File: src/rtl/sdr4_pkg.sv
package sdr4_pkg;

  // Strobes passed from the control module to the datapath.
  typedef struct packed {
    logic load;   // capture the converted word
    logic clear;  // return result and flag to zero
  } sdr4_strobe_t;

  localparam int DIGIT_W = 3;
  localparam int CARRY_W = 2;

endpackage

File: src/rtl/sdr4_ctrl.sv
module sdr4_ctrl
  import sdr4_pkg::*;
(
  input  logic         clk,
  input  logic         rst,
  input  logic         inValid,
  output sdr4_strobe_t strobe,
  output logic         outValid
);

  // Reset wins over a load in the same cycle.
  always_comb begin
    strobe.clear = rst;
    strobe.load  = inValid & ~rst;
  end

  always_ff @(posedge clk) begin
    if (rst) outValid <= 1'b0;
    else     outValid <= inValid;
  end

endmodule

File: src/rtl/sdr4_datapath.sv
module sdr4_datapath
  import sdr4_pkg::*;
#(
  parameter int NUM_DIGITS = 4,
  parameter int RES_W      = 16
) (
  input  logic                          clk,
  input  sdr4_strobe_t                  strobe,
  input  logic [DIGIT_W*NUM_DIGITS-1:0] digitsIn,
  input  logic [CARRY_W-1:0]            carryIn,
  output logic [RES_W-1:0]              resultOut,
  output logic                          errOut
);

  localparam int NUM_TERMS = NUM_DIGITS + 1;
  localparam int CARRY_SH  = 2 * NUM_DIGITS;

  logic [RES_W-1:0]      termVec [NUM_TERMS];
  logic [NUM_DIGITS-1:0] badDigit;
  logic                  badCarry;
  logic [RES_W-1:0]      sumNext;

  // One weighted, sign-extended term per digit.
  for (genvar g = 0; g < NUM_DIGITS; g++) begin : g_digit
    logic [DIGIT_W-1:0] dig;
    assign dig        = digitsIn[DIGIT_W*g +: DIGIT_W];
    assign termVec[g] = {{(RES_W-DIGIT_W){dig[DIGIT_W-1]}}, dig} << (2*g);
    assign badDigit[g] = (dig == 3'b100);
  end

  // The overflow digit sits one radix-4 position above the top digit.
  assign termVec[NUM_DIGITS] =
    {{(RES_W-CARRY_W){carryIn[CARRY_W-1]}}, carryIn} << CARRY_SH;
  assign badCarry = (carryIn == 2'b10);

  always_comb begin
    sumNext = '0;
    for (int k = 0; k < NUM_TERMS; k++) begin
      sumNext = sumNext + termVec[k];
    end
  end

  always_ff @(posedge clk) begin
    if (strobe.clear) begin
      resultOut <= '0;
      errOut    <= 1'b0;
    end else if (strobe.load) begin
      resultOut <= sumNext;
      errOut    <= (|badDigit) | badCarry;
    end
  end

endmodule

File: src/rtl/sdr4_to_twos.sv
module sdr4_to_twos
  import sdr4_pkg::*;
#(
  parameter int NUM_DIGITS = 4,
  parameter int RES_W      = 16
) (
  input  logic                    clk,
  input  logic                    rst,
  input  logic                    inValid,
  input  logic [3*NUM_DIGITS-1:0] digitsIn,
  input  logic [1:0]              carryIn,
  output logic                    outValid,
  output logic [RES_W-1:0]        resultOut,
  output logic                    errOut
);

  sdr4_strobe_t strobe;

  sdr4_ctrl ctrl_i (
    .clk      (clk),
    .rst      (rst),
    .inValid  (inValid),
    .strobe   (strobe),
    .outValid (outValid)
  );

  sdr4_datapath #(
    .NUM_DIGITS (NUM_DIGITS),
    .RES_W      (RES_W)
  ) dp_i (
    .clk       (clk),
    .strobe    (strobe),
    .digitsIn  (digitsIn),
    .carryIn   (carryIn),
    .resultOut (resultOut),
    .errOut    (errOut)
  );

endmodule

File: config.mk
export PLATFORM = sky130hd
export DESIGN_NAME = sdr4_to_twos
export DESIGN_NICKNAME = d
export VERILOG_FILES = /design/src/rtl/sdr4_pkg.sv /design/src/rtl/sdr4_ctrl.sv /design/src/rtl/sdr4_datapath.sv /design/src/rtl/sdr4_to_twos.sv
export SDC_FILE = /design/constraint.sdc
export NUM_CORES = 1
export LEC_CHECK = 0
export BUFFER_PORTS_ARGS = -buffer_cell sky130_fd_sc_hd__buf_4
export CAP_MARGIN = 20
export CORE_AREA = 2 2 52 54
export CTS_CLUSTER_DIAMETER = 30
export DETAILED_ROUTE_END_ITERATION = 12
export DIE_AREA = 0 0 54 56
export PLACE_DENSITY = 0.84
export SYNTH_ARGS = -nofsm -noshare
export SYNTH_HDL_FRONTEND = slang
export SYNTH_SLANG_ARGS = --single-unit
File: constraint.sdc
create_clock -name clk -period 8.7 [get_ports clk]
set_input_delay 0.435 -clock clk [delete_from_list [all_inputs] [get_ports clk]]
set_output_delay 0.435 -clock clk [all_outputs]
set_load 0.02 [all_outputs]
# Yosys cells after proc, flatten, opt, wreduce, memory -nomap -nowiden

Index checks and enable logic that the tools add are counted.

Bits in registers: 18
Bits of input ports: 17
Output and inout bits: 18
Logic and storage cells: 16

$add $sub $neg: 4
Equality and inequality tests: 5
Bitwise logic cells: 3
Reduce and logical (&&, ||, !) cells: 1

Operators with widths:

| kind               | number |
|---|---|
| $add 16x16->16     | 3 |
| $eq 3x3->1 const B | 4 |
| $add 3x5->6        | 1 |
| $reduce_or 4->1    | 1 |
| $eq 2x2->1 const B | 1 |
| $and 1x1->1        | 1 |
| $not 1->1          | 1 |
| $or 1x1->1         | 1 |

# Longest topological paths before layout

Word-level depth: 4
Gate-level depth with buffers: 14
Depth with buffers taken out: 14

# Hierarchy

From an unflattened synthesis, not the netlist that was laid out.

Cells, all modules: 119
Area total of the unflattened synthesis: 1072.3 µm²

By module, submodules not included:

| module        | instances | cells each | area an instance (µm²) | sequential area each (µm²) |
|---|---|---|---|---|
| sdr4_datapath | 1         | 115        | 1032.2                 | 240.2 |
| sdr4_ctrl     | 1         | 4          | 40.0                   | 20.0 |

# Worst setup path after synthesis

Ideal clock, no wire load.

Kind: in2reg
Start: input digitsIn[2]
End: register dp_i.resultOut[12]
Library setup time: 114 ps
Arrival time: 3096 ps
Data required time: 8586 ps
Slack: 5490 ps
Cell stages on the path: 14
Path buffers: 0
Path through: ha_1 nand2_1 nand3b_1 mux2_2 fa_1 inv_1 ha_1 ha_1 inv_1 fa_1 nand2b_1 a21oi_1 o21ai_2 a21o_1

Word-level cells in the longest chain between the ends: 4

Ends and longest elaborated chain:

| what                         | line                | source |
|---|---|---|
| start: declaration           | sdr4_to_twos.sv:10  | `input logic [3*NUM_DIGITS-1:0] digitsIn,` |
| $add 3x5->6                  | sdr4_datapath.sv:39 | `sumNext = sumNext + termVec[k];` |
| $add 16x16->16 (3 in series) | sdr4_datapath.sv:39 |  |
| end signal: assignment       | sdr4_datapath.sv:48 | `resultOut <= sumNext;` |
| end: declaration             | sdr4_datapath.sv:11 | `output logic [RES_W-1:0] resultOut,` |

No other way between the ends.
A chain may end at the register's enable or synchronous reset.

# Worst setup path in the final report

Same ends and word-level chain as after synthesis.

==> results.py <==
metrics = {
    "status": {
        "outcome": "finished clean",
    },
    "yosys": {
        "synth_top_family_by_area": "adder cells",
        "yosysWarnings": 0,
        "synth_nets": 176,
        "synth_area_leader_cell": "dfxtp_1",
        "synth-compound-area-share": 0.149,
        "synth.ff_latch_count": 18,
        "synth.area.mux_share": 0.0625,
        "synth.area.top_cells": "dfxtp_1 28%, fa_1 14%, ha_1 13%",
        "netlist_instances": 136,
        "synthesis.area_mm2": 0.00130,
        "avgSynthCellArea_um2": 9.57,
        "yosys.area_share.simple": 0.146,
        "yosysTopAreaCellShare": 0.277,
        "synth-xor-area-share": 0.0135,
        "synth_cell_types": 36,
        "synth_seq_area_share": 0.277,
        "synthAdderAreaFrac": 0.273,
    },
    "pwr": {
        "p_leak_nw": 0.796,
        "ir_worst_vdd_uv": 148,
        "totalPowerFinal_w": 0.000325,
        "powerDensity_mw_per_mm2": 205,
    },
    "routing": {
        "wire_per_inst_um": 13.5,
        "firstDrtPassIters": 4,
        "routed_wl_um": 2690,
        "drtIter0Drc": 25,
        "drc_errors": 0,
        "routed_via_density": 5.28,
        "ant_nets": 0,
        "vias": 1051,
    },
    "timing": {
        "rsz0062_at_grt": "no",
        "worst_slew_pin_slew_ns": 0.372,
        "setup_viol": 0,
        "hold_viol": 0,
        "fmax_mhz": 309,
        "slew_violations": 0,
        "setup_ws_ns": 5.47,
        "finalCritPeriodShare": 0.372,
        "finalSetupTns_ns": 0,
        "slew-limit-headroom": 0.752,
        "fin_crit_ns": 3.23,
        "skew_ns": 0,
    },
    "die": {
        "dieWidth_um": 54,
        "core_mm2": 0.00243,
        "fp.dieArea_mm2": 0.00302,
        "num_rows": 18,
        "initial_core_util": 0.535,
        "die_y_um": 56,
        "io_pins": 35,
    },
    "finish": {
        "nets": 211,
        "final_common_cell": "buf_4",
        "diodes": 0,
        "area_growth_pct": 21.8,
        "fin_util": 0.652,
        "mostFrequentLayoutCells": "34 x buf_4, 19 x inv_1, 19 x nor2_1",
        "layout-drive-gt1-share": 0.272,
        "fin_cells": 199,
    },
    "cts": {
        "clk_latency_ns": 0.27,
        "cts_tree": "built",
        "hold_buffers": 0,
        "cts_resized": 0,
        "postCtsSetupBuffers": 0,
        "h-tree-depth": 1,
        "cts_buffers": 3,
        "clk_pin_slew_ns": 0.09,
        "clockRootBuffer": "clkbuf_4",
        "clock_path_buffers": 2,
        "clock_sinks": 18,
    },
    "setup_path": {
        "crit_type": "input port to register",
        "end_kind": "register",
        "required_ns": 8.88,
        "cp-start-kind": "input port",
        "rrSetupSlack_ns": 7.74,
        "critPathArrivalTime_ns": 3.42,
        "worstPathMaxFanout": 4,
    },
    "placement": {
        "dp_hpwl_um": 2330,
        "globalplace.congestion": 0.804,
        "pre_cts_slack_ns": 5.17,
        "place_inst": 196,
        "io_buffers": 34,
    },
    "global_route": {
        "first_global_vias": 1077,
        "grt_pass1_wl_um": 4560,
        "met1_usage": 0.254,
        "grt.overflow.total": 0,
        "met3_usage": 0.00806,
        "grt_use_total": 0.199,
        "grt-busiest-layer": "met2",
        "antenna_found_initial": 0,
        "grt_max_degree": 20,
        "grt_use_met2": 0.336,
    },
    "worst_hold_path": {
        "min_path_type": "input port to register",
    },
    "job": {
        "cap_violations": 0,
    },
}
[cell type report]
class / count / area [um^2]
fill: 212 / 847
multi-input combinational: 95 / 838
sequential: 18 / 360
timing repair buffer: 34 / 255
inverter: 19 / 71.3
tap: 30 / 37.5
clock buffer: 3 / 22.5
[sequential cells by signal, indices dropped and copies added (netlist names)]
signal	cells
dp_i.errOut	1
ctrl_i.outValid	1
dp_i.resultOut	16
[metrics by stage]
stage	hold slack (ns)	area (um^2)
2_1_floorplan	0.539	1300
3_3_place_gp	0.436	1560
3_5_place_dp	0.446	1560
4_1_cts	0.415	1590
5_1_grt	0.421	1590
6_report	0.422	1590
[routing by layer]
metal / share of wire / up-vias
li1: - / 533
met1: 0.44 / 491
met2: 0.51 / 25
met3: 0.036 / 2
met4: 0.013 / 0
met5: 0 / -
[final timing paths]
kind | startpoint | cells past startpoint | end
worst max-delay path | digitsIn[2] | 14 | dp_i.resultOut[12]$_SDFFE_PP0P_
worst min-delay path | digitsIn[1] | 3 | dp_i.resultOut[1]$_SDFFE_PP0P_
worst max register to register | dp_i.resultOut[9]$_SDFFE_PP0P_ | 2 | dp_i.resultOut[9]$_SDFFE_PP0P_
worst min register to register | dp_i.resultOut[15]$_SDFFE_PP0P_ | 1 | dp_i.resultOut[15]$_SDFFE_PP0P_
[power breakdown]
part / switching (W) / internal [W]
clock: 0.0000222 / 0.0000160
combinational: 0.000102 / 0.0000775
sequential: 0.00000831 / 0.0000988
total: 0.000133 / 0.000192
[logic make-up (layout without fill, tap and decap cells)]
group / after synthesis / count (layout)
mux: 8 / 8
fa+ha+maj: 23 / 23
xor+xnor: 2 / 2
buf+inv: 23 / 56
compound gates: 25 / 25
simple gates: 37 / 37
flops: 18 / 18
[worst max-delay path, stage by stage]
cell,delay [ns]
buf_4,0.12
ha_1,0.33
nand3b_1,0.10
mux2_2,0.33
fa_1,0.49
inv_1,0.04
ha_1,0.27
ha_1,0.21
inv_1,0.07
fa_1,0.39
nand2b_1,0.17
a21oi_1,0.20
o21ai_2,0.09
a21o_1,0.15
[synth_stat cells]
library cell / number
ha_1: 14
clkbuf_1: 1
mux2i_1: 7
mux2_2: 1
a41oi_1: 1
o311a_1: 1
nand3_1: 1
buf_6: 2
buf_2: 1
inv_1: 19
or3b_1: 1
o311ai_2: 1
nand2_1: 6
nand4_1: 1
a211oi_1: 3
fa_1: 9
nor2_1: 19
nand2b_1: 3
o21ai_2: 2
a32oi_1: 1
xnor2_1: 2
nor2b_4: 1
o21ai_1: 2
or3b_2: 1
o21ai_0: 1
a211oi_2: 1
dfxtp_1: 18
a311oi_1: 1
nand3_2: 2
nor3b_1: 1
a22oi_1: 1
a21o_1: 4
o211ai_1: 1
o32ai_1: 1
nand3b_1: 1
a21oi_1: 4
(Power assumes the default switching activity.)
